===== config.mk =====
export PLATFORM = sky130hd
export DESIGN_NAME = secseq_top
export DESIGN_NICKNAME = d
export VERILOG_FILES = /design/src/rtl/secseq_pkg.sv /design/src/rtl/secseq_check.sv /design/src/rtl/secseq_pad.sv /design/src/rtl/secseq_top.sv
export SDC_FILE = /design/constraint.sdc
export NUM_CORES = 1
export LEC_CHECK = 0
export BUFFER_PORTS_ARGS = -buffer_cell sky130_fd_sc_hd__buf_4
export CAP_MARGIN = 20
export CORE_UTILIZATION = 38
export CTS_BUF_LIST = sky130_fd_sc_hd__clkbuf_4 sky130_fd_sc_hd__clkbuf_8
export CTS_CLUSTER_SIZE = 12
export DETAILED_ROUTE_END_ITERATION = 7
export PLACE_DENSITY = 0.59
export SLEW_MARGIN = 20
export SYNTH_ARGS = -nofsm -noshare
export SYNTH_HDL_FRONTEND = slang
export SYNTH_HIERARCHICAL = 1
export SYNTH_SLANG_ARGS = --single-unit

===== constraint.sdc =====
create_clock -name clk -period 9 [get_ports clk]
set_input_delay 1.8 -clock clk [delete_from_list [all_inputs] [get_ports clk]]
set_output_delay 1.8 -clock clk [all_outputs]
set_load 0.1 [all_outputs]

===== src/rtl/secseq_pkg.sv =====
package secseq_pkg;
    localparam int SEC_W     = 6;
    localparam int ERR_N     = 4;
    localparam int ERR_XFER  = 0;
    localparam int ERR_WPROT = 1;
    localparam int ERR_ACF   = 2;
    localparam int ERR_CYO   = 3;

    typedef enum logic [1:0] {CK_IDLE, CK_EVAL, CK_REPORT} ck_state_t;
    typedef enum logic [1:0] {PD_IDLE, PD_PASS, PD_FILL} pd_state_t;
endpackage


===== src/rtl/secseq_check.sv =====
module secseq_check
    import secseq_pkg::*;
#(
    parameter int CYL_W  = 12,
    parameter int HEAD_W = 5,
    localparam int ADDR_W = CYL_W + HEAD_W + 1 + SEC_W
) (
    input  logic              clk,
    input  logic              rst_n,
    input  logic              cmd_start,
    input  logic              cmd_write,
    input  logic [CYL_W-1:0]  cyl_in,
    input  logic [HEAD_W-1:0] head_in,
    input  logic [SEC_W-1:0]  sec_in,
    input  logic              drv_present,
    input  logic              drv_wprot,
    input  logic [CYL_W:0]    geo_cyls,
    input  logic [HEAD_W:0]   geo_surf,
    input  logic              chk_req,
    output logic              done,
    output logic [ERR_N-1:0]  err,
    output logic              addr_valid,
    output logic [ADDR_W-1:0] lin_addr,
    output logic [SEC_W-1:0]  cur_sector,
    output logic [HEAD_W-1:0] cur_head,
    output logic              wr_mode,
    output logic              seek_inc,
    output logic              unsafe
);
    ck_state_t state_q, state_d;

    logic [CYL_W-1:0]  cyl_q;
    logic [HEAD_W-1:0] head_q;
    logic [SEC_W-1:0]  sec_q;
    logic              first_q, wr_q;
    logic [ERR_N-1:0]  err_d;
    logic              bad_cyl, bad_head_first;
    logic [ADDR_W-1:0] addr_d;

    always_ff @(posedge clk) begin
        if (!rst_n) state_q <= CK_IDLE;
        else        state_q <= state_d;
    end

    always_comb begin
        state_d = state_q;
        unique case (state_q)
            CK_IDLE:   if (chk_req) state_d = CK_EVAL;
            CK_EVAL:   state_d = CK_REPORT;
            CK_REPORT: state_d = CK_IDLE;
            default:   state_d = CK_IDLE;
        endcase
    end

    always_comb begin
        err_d          = '0;
        bad_cyl        = 1'b0;
        bad_head_first = 1'b0;
        if (!drv_present) begin
            err_d[ERR_XFER] = 1'b1;
        end else if (wr_q && drv_wprot) begin
            err_d[ERR_WPROT] = 1'b1;
        end else if ({1'b0, cyl_q} >= geo_cyls) begin
            err_d[ERR_XFER] = 1'b1;
            bad_cyl         = 1'b1;
        end else if ({1'b0, head_q} >= geo_surf) begin
            if (first_q) begin
                err_d[ERR_ACF] = 1'b1;
                bad_head_first = 1'b1;
            end else begin
                err_d[ERR_CYO] = 1'b1;
            end
        end
        addr_d = ((ADDR_W'(cyl_q) * ADDR_W'(geo_surf) + ADDR_W'(head_q)) << SEC_W)
                 | ADDR_W'(sec_q);
    end

    always_ff @(posedge clk) begin
        if (!rst_n) begin
            cyl_q <= '0; head_q <= '0; sec_q <= '0;
            first_q <= 1'b0; wr_q <= 1'b0;
            done <= 1'b0; err <= '0; addr_valid <= 1'b0; lin_addr <= '0;
            seek_inc <= 1'b0; unsafe <= 1'b0;
        end else begin
            done       <= 1'b0;
            err        <= '0;
            addr_valid <= 1'b0;
            lin_addr   <= '0;
            if (state_q == CK_IDLE && cmd_start) begin
                cyl_q   <= cyl_in;
                head_q  <= head_in;
                sec_q   <= sec_in;
                wr_q    <= cmd_write;
                first_q <= 1'b1;
            end
            if (state_q == CK_EVAL) begin
                done <= 1'b1;
                err  <= err_d;
                if (err_d == '0) begin
                    addr_valid <= 1'b1;
                    lin_addr   <= addr_d;
                    sec_q      <= sec_q + 1'b1;
                    if (sec_q == '1) head_q <= head_q + 1'b1;
                    first_q    <= 1'b0;
                end
                if (bad_cyl)        seek_inc <= 1'b1;
                if (bad_head_first) unsafe   <= 1'b1;
            end
        end
    end

    assign cur_sector = sec_q;
    assign cur_head   = head_q;
    assign wr_mode    = wr_q;

    p_err_onehot_r12: assert property (@(posedge clk) disable iff (!rst_n)
        $onehot0(err));
    p_err_with_done_r12: assert property (@(posedge clk) disable iff (!rst_n)
        (err != '0) |-> done);
    p_done_pulse_r12: assert property (@(posedge clk) disable iff (!rst_n)
        done |=> !done);
    p_valid_clean_r2: assert property (@(posedge clk) disable iff (!rst_n)
        addr_valid |-> (done && err == '0));
    p_sec_advance_r7: assert property (@(posedge clk) disable iff (!rst_n)
        addr_valid |-> (sec_q == $past(sec_q) + 1'b1));
    p_first_clear_r8: assert property (@(posedge clk) disable iff (!rst_n)
        addr_valid |-> !first_q);
    p_unsafe_rise_r6: assert property (@(posedge clk) disable iff (!rst_n)
        $rose(unsafe) |-> err[ERR_ACF]);
    p_seek_rise_r5: assert property (@(posedge clk) disable iff (!rst_n)
        $rose(seek_inc) |-> err[ERR_XFER]);
endmodule


===== src/rtl/secseq_pad.sv =====
module secseq_pad
    import secseq_pkg::*;
#(
    parameter int SECT_BYTES = 256,
    localparam int IDX_W = $clog2(SECT_BYTES)
) (
    input  logic       clk,
    input  logic       rst_n,
    input  logic       begin_sect,
    input  logic       fill_last,
    input  logic       in_valid,
    input  logic [7:0] in_byte,
    input  logic       in_last,
    output logic       out_valid,
    output logic [7:0] out_byte,
    output logic       out_end
);
    localparam logic [IDX_W-1:0] IDX_MAX = IDX_W'(SECT_BYTES - 1);

    pd_state_t        state_q, state_d;
    logic [IDX_W-1:0] idx_q;
    logic [7:0]       last_q;
    logic             mode_q;

    always_ff @(posedge clk) begin
        if (!rst_n) state_q <= PD_IDLE;
        else        state_q <= state_d;
    end

    always_comb begin
        state_d = state_q;
        unique case (state_q)
            PD_IDLE: if (begin_sect) state_d = PD_PASS;
            PD_PASS: if (in_valid) begin
                         if (idx_q == IDX_MAX) state_d = PD_IDLE;
                         else if (in_last)     state_d = PD_FILL;
                     end
            PD_FILL: if (idx_q == IDX_MAX) state_d = PD_IDLE;
            default: state_d = PD_IDLE;
        endcase
    end

    always_ff @(posedge clk) begin
        if (!rst_n) begin
            idx_q <= '0; last_q <= '0; mode_q <= 1'b0;
            out_valid <= 1'b0; out_byte <= '0; out_end <= 1'b0;
        end else begin
            out_valid <= 1'b0;
            out_end   <= 1'b0;
            unique case (state_q)
                PD_IDLE: if (begin_sect) begin
                    idx_q  <= '0;
                    last_q <= '0;
                    mode_q <= fill_last;
                end
                PD_PASS: if (in_valid) begin
                    out_valid <= 1'b1;
                    out_byte  <= in_byte;
                    last_q    <= in_byte;
                    out_end   <= (idx_q == IDX_MAX);
                    idx_q     <= idx_q + 1'b1;
                end
                PD_FILL: begin
                    out_valid <= 1'b1;
                    out_byte  <= mode_q ? last_q : 8'h00;
                    out_end   <= (idx_q == IDX_MAX);
                    idx_q     <= idx_q + 1'b1;
                end
                default: ;
            endcase
        end
    end

    p_end_valid_r11: assert property (@(posedge clk) disable iff (!rst_n)
        out_end |-> out_valid);
    p_fill_repeat_r9: assert property (@(posedge clk) disable iff (!rst_n)
        (state_q == PD_FILL && mode_q) |=> (out_byte == $past(last_q)));
    p_fill_zero_r10: assert property (@(posedge clk) disable iff (!rst_n)
        (state_q == PD_FILL && !mode_q) |=> (out_byte == 8'h00));
endmodule


===== src/rtl/secseq_top.sv =====
module secseq_top
    import secseq_pkg::*;
#(
    parameter int CYL_W  = 12,
    parameter int HEAD_W = 5
) (
    input  logic                          clk,
    input  logic                          rst_n,
    input  logic                          cmd_start,
    input  logic                          cmd_write,
    input  logic [CYL_W-1:0]              cyl_in,
    input  logic [HEAD_W-1:0]             head_in,
    input  logic [7:0]                    sec_reg_in,
    input  logic                          drv_present,
    input  logic                          drv_wprot,
    input  logic [CYL_W:0]                geo_cyls,
    input  logic [HEAD_W:0]               geo_surf,
    input  logic                          chk_req,
    output logic                          chk_done,
    output logic [3:0]                    chk_err,
    output logic                          addr_valid,
    output logic [CYL_W+HEAD_W+6:0]       lin_addr,
    output logic [5:0]                    cur_sector,
    output logic [HEAD_W-1:0]             cur_head,
    output logic                          drv_seek_inc,
    output logic                          drv_unsafe,
    input  logic                          pad_begin,
    input  logic                          pad_in_valid,
    input  logic [7:0]                    pad_in_byte,
    input  logic                          pad_in_last,
    output logic                          pad_out_valid,
    output logic [7:0]                    pad_out_byte,
    output logic                          pad_out_end
);
    logic wr_mode;

    secseq_check #(.CYL_W(CYL_W), .HEAD_W(HEAD_W)) u_check (
        .clk(clk), .rst_n(rst_n),
        .cmd_start(cmd_start), .cmd_write(cmd_write),
        .cyl_in(cyl_in), .head_in(head_in), .sec_in(sec_reg_in[SEC_W-1:0]),
        .drv_present(drv_present), .drv_wprot(drv_wprot),
        .geo_cyls(geo_cyls), .geo_surf(geo_surf),
        .chk_req(chk_req),
        .done(chk_done), .err(chk_err), .addr_valid(addr_valid), .lin_addr(lin_addr),
        .cur_sector(cur_sector), .cur_head(cur_head), .wr_mode(wr_mode),
        .seek_inc(drv_seek_inc), .unsafe(drv_unsafe)
    );

    secseq_pad #(.SECT_BYTES(256)) u_pad (
        .clk(clk), .rst_n(rst_n),
        .begin_sect(pad_begin), .fill_last(wr_mode),
        .in_valid(pad_in_valid), .in_byte(pad_in_byte), .in_last(pad_in_last),
        .out_valid(pad_out_valid), .out_byte(pad_out_byte), .out_end(pad_out_end)
    );
endmodule


After elaboration in Yosys (flattened, before gate mapping)
Index checks and enable logic that the tools add are counted.
{"block": "word_totals", "ramBits": 0, "register_bits": 88, "n_memories": 0, "romBits": 0, "latch_bits": 0, "in_bits": 62, "output_inout_bits": 53}
{"block": "classes", "muxes": 46, "reduce_logical": 17, "add_sub_neg": 4, "n_div": 0, "shifts": 0, "mul": 1, "n_lt_le_gt_ge": 2, "n_eq_ne": 10, "n_bitwise": 1}
{"operator": "8-bit two-way mux", "n": 4}
{"operator": "8-bit case mux with 2 select lines", "n": 2}
{"operator": "24-bit by 6-bit bitwise OR with 24-bit output", "n": 1}
{"operator": "8-bit case mux with 3 select lines", "n": 1}
{"operator": "5-bit two-way mux", "n": 4}
{"operator": "18-bit by 5-bit adder with 18-bit output", "n": 1}
{"operator": "12-bit by 6-bit multiplier with 18-bit output", "n": 1}
{"operator": "1-bit two-way mux", "n": 18}
{"operator": "2-bit two-way mux", "n": 9}
{"operator": "6-bit two-way mux", "n": 3}
{"operator": "12-bit by 13-bit >= comparator with 1-bit output", "n": 1}
{"operator": "2-bit AND reduction", "n": 5}
{"operator": "3-bit AND reduction", "n": 3}
{"operator": "8-bit by 1-bit adder with 8-bit output (second input constant)", "n": 1}
{"operator": "8-bit equality test (second input constant)", "n": 1}
{"operator": "6-bit by 1-bit adder with 6-bit output (second input constant)", "n": 1}
{"operator": "6-bit equality test (second input constant)", "n": 1}
{"operator": "5-bit by 6-bit >= comparator with 1-bit output", "n": 1}
{"operator": "2-bit inequality test (second input constant)", "n": 3}
{"operator": "2-bit case mux with 3 select lines", "n": 1}
{"operator": "5-bit by 1-bit adder with 5-bit output (second input constant)", "n": 1}
{"operator": "2-bit by 1-bit equality test with 1-bit output (second input constant)", "n": 2}
{"operator": "2-bit logical NOT", "n": 2}
{"operator": "4-bit logical NOT", "n": 1}
{"operator": "other kinds (10)", "n": 13}

Logic depth before layout (Yosys ltp)
{"block": "depth", "depth_word": 8, "ltp_mapped": 16, "mapped_depth_nobuf": 15}

Modules after synthesis
The synthesis kept the hierarchy.
{"module": "secseq_check", "cells_each": 588, "area_per_inst_um2": 5149.9, "instances": 1}
{"module": "secseq_pad", "cells_each": 154, "area_per_inst_um2": 1333.8, "instances": 1}

Worst setup path after synthesis
Ideal clock, no wire load.
{"block": "synth_timing", "path_type": "input to register", "from": "input port geo_surf[5]", "to": "register u_check.lin_addr[20]", "arrival_ps": 5351, "path_stages": 13, "path_slack_ps": 3528, "path_cell_list": "clkbuf_1 nand2_1 fa_1 fa_1 inv_1 fa_1 ha_1 ha_1 a21oi_1 o21ai_0 nand2b_1 a311oi_1 mux2_2"}
{"block": "synth_between", "elab_chain_cells": 7}
{"element": "start, declared", "line_no": "secseq_top.sv:17", "rtl": "input logic [HEAD_W:0] geo_surf,"}
{"element": "branches (longest 7 deep; another with 12-bit by 6-bit multiplier with 18-bit output)"}
{"element": "end signal, assigned", "line_no": "secseq_check.sv:101", "rtl": "lin_addr <= addr_d;"}
{"element": "end, declared", "line_no": "secseq_check.sv:23", "rtl": "output logic [ADDR_W-1:0] lin_addr,"}
Several ways; the timed one is not identified.
A chain may end at the register's enable or synchronous reset.

Final worst setup path
{"block": "layout_timing", "from": "input port geo_surf[5]", "to": "register u_check.lin_addr[21]"}
The elaborated chain is that of the path after synthesis.

==> reports/qor.yml <==
yosysWarnings: 6
cts_buffers: 9
core.rowCount: 47
die-area_sq_um: 17590
nFillCells: 1659
start_kind: "input pin"
wire_per_inst_um: 14.54
setup_viol: 0
cp.depth: 13
clkLatencyLatePin_ns: 0.37
cts_tree: "done"
synth.most_common_cell: "dfxtp_1"
switchingPower_uw: 577.6
holdCritPathClass: "flop to flop"
cp.arrival_ns: 5.82
core_sq_um: 16640
hold_depth: 2
min_period_ns: 5.587
grt_max_degree: 30
initial_utilization_pct: 38.96
max_slew_margin_pct: 27.74
synthCells: 742
die_y_um: 132.6
report.final.slew_viol_count: 0
first_pass_iters: 5
gr-usage-all-layers_pct: 18.03
internal_power_uw: 712.9
finalWeightedCongestion: 0.8234
cts_sinks: 88
cts.path.max_buffers: 2
cts_resized: 0
yosysTopAreaCell: "dfxtp_1"
r2r_cells: 12
synth_edf_count: 0
synth_common_cells: "88 x dfxtp_1, 83 x nand2_1, 68 x ha_1"
syn-num-nets: 915
synthArstFlopShare_pct: 0
root_buffer: "clkbuf_8"
cp_slowest_cell: "a2111oi_0"
critPathKind: "input pin to flop"
tightestPinTransition_ns: 1.077
cp_cell_sequence: "buf_4 > and2_1 > fa_1 > fa_1 > fa_1 > ha_1 > ha_1 > a21oi_1 > o21ai_0 > a21oi_1 > o31ai_1 > a2111oi_0 > nor3_1"
num_io_pins: 115
layout-drive-gt1-share_pct: 17.46
pwr_density_cell_nw_per_um2: 169.9
wl_um: 15350
routed_via_density: 5.116
dieWidth_um: 132.6
yosysTopAreaCellShare_pct: 27.17
synth_area_leaders: "dfxtp_1 27%, fa_1 13%, ha_1 13%, and2_1 6.5%, nand2_1 4.8%"
swShare_pct: 44.76
grt_pass1_wl_um: 25580
post-cts-setup-buffers: 0
ys_ff_latch: 88
port_buffers: 112
hold_buffers: 0
synthFlopType: "dfxtp_1"
crit_path_max_incr_delay_ns: 0.53
required_ns: 9.24
grt_pass1_vias: 5066
ir_drop_uv: 221.3
combPwrFrac_pct: 43.7
route.detailed.drc: 0
final-hold-violation-count: 0
cp-end-kind: "flop"
h-tree-depth: 3
yosysUniqueCellTypes: 69
insertedDiodeCount: 0
crit_top_cell: "fa_1"
leakage_uw: 0.003533
vias: 5403
fin_crit_sh_pct: 62.08
clkPwrFrac_pct: 20.4
clk_pin_slew_ns: 0.10
fmax_mhz: 179.0
critPathMaxFanout: 13
p_seq_share_pct: 35.9
syn-cell-area_sq_um: 6484
path_delay_family: "adder cells"
finalNetCount: 1005
status: "completed"
hpwl_um: 11720
yosysSeqAreaShare_pct: 27.17
antenna_found_initial: 0
grt.overflow.total: 0
setup_tns_ns: 0
drtIter0Drc: 260
rsz0062_at_grt: "no"
syn_to_final_growth_pct: 17.16
crit_buf_inv: 1
hold_ws_ns: 0.4735
final_antenna_net_count: 0
skew_ns: 0.01620
max_cap_violations: 0
syn_avg_cell_area_sq_um: 8.738
==> sequential cells by signal, summed over array words and instances, names as in the netlist, 2 cells and up <==
signal and count:
u_check/lin_addr 24, u_check/cyl_q 12, u_pad/idx_q 8, u_pad/last_q 8, u_pad/out_byte 8, u_check/cur_sector 6
u_check/cur_head 5, u_check/err 4, u_check/state_q 2, u_pad/state_q 2
==> logic make-up after synthesis <==
group | count (synthesis) | share of synthesized area, %
AND/OR/NAND/NOR | 308 | 23.99
AO/OA/AOI/OAI | 129 | 13.80
adder cells (fa/ha/maj) | 111 | 26.40
buffers and inverters | 88 | 6.136
flip-flops | 88 | 27.17
XOR/XNOR | 15 | 2.026
multiplexers | 3 | 0.4824
==> layout make-up <==
class | count | area [sq um] | area share (%)
clock inverters | 5 | 38.79 | 0.5106
repair buffers | 115 | 863.3 | 11.37
multi-input cells | 566 | 4324 | 56.93
inverters | 52 | 195.2 | 2.570
well taps | 220 | 275.3 | 3.624
clock buffers | 10 | 137.6 | 1.812
flip-flops and latches | 88 | 1762 | 23.19
==> stage by stage <==
stage / utilization (%) / cell area [sq um] / std cells / power (uW) / worst slack, ns
2_1_floorplan: - / 6484 / 742 / 911.1 / 3.528
3_3_place_gp: 44.58 / 7420 / 1041 / 1033 / 3.049
3_5_place_dp: 44.58 / 7420 / 1041 / 1034 / 3.049
4_1_cts: 45.64 / 7596 / 1056 / 1306 / 3.432
5_1_grt: 45.64 / 7596 / 1056 / 1378 / 3.146
6_report: 45.64 / 7596 / 1056 / 1291 / 3.413
==> worst paths after layout <==
check | start | endpoint | slack [ns]
worst min register to register | u_check/seek_inc | u_check/seek_inc | 0.47
worst min-delay path | u_check/seek_inc | u_check/seek_inc | 0.47
worst max-delay path | geo_surf[5] | u_check/lin_addr[21] | 3.41
worst max register to register | u_check/cyl_q[5] | u_check/lin_addr[21] | 4.59
==> cell usage in the layout, fill, tap and decap left out, drive strengths merged, types with 3 or more instances in the layout <==
cell	Yosys	layout
buf	16	115
dfxtp	88	88
nand2	83	83
ha	68	68
and2	67	67
nor2	62	62
inv	51	54
fa	43	43
a21oi	39	39
nand3	28	28
o21ai	20	20
xnor2	12	12
nor3	12	12
and3	11	11
clkbuf	20	10
a311oi	10	10
a211oi	9	9
or3	8	8
a22oi	8	8
o21a	6	6
o31ai	6	6
nor4	6	6
nor2b	6	6
nand3b	5	5
o211ai	5	5
or2	5	5
o22ai	4	4
nand4	3	3
xor2	3	3
a21o	3	3
a221o	3	3
nor3b	3	3
==> metal layers <==
| metal | vias up | wire, um | GRT usage, % | part of all wire, % |
|---|---|---|---|---|
| met5 | - | 0 | 0 | 0 |
| li1 | 2709 | - | - | - |
| met2 | 128 | 6825 | 27.51 | 44 |
| met4 | 0 | 138 | 4.534 | 0.90 |
| met3 | 11 | 769 | 3.410 | 5.0 |
| met1 | 2555 | 7618 | 26.04 | 50 |
==> worst reg2reg max path, delay by kind of cell (launching register included) <==
family                     cells  cell delay, ns
and+or+nand+nor                2            0.28
DFF                            1            0.50
adders and majority gates      5            2.15
AOI/OAI and AO/OA              5            1.35
==> power groups by stage <==
stage	Clock, uW	Sequential [uW]	Combinational (uW)
floorplan	0	610	301
global route	295	468	615
finish	263	463	564
CTS	276	463	567
detailed placement	0	471	563
global placement	0	472	561
Power figures use the tool's default switching activity.
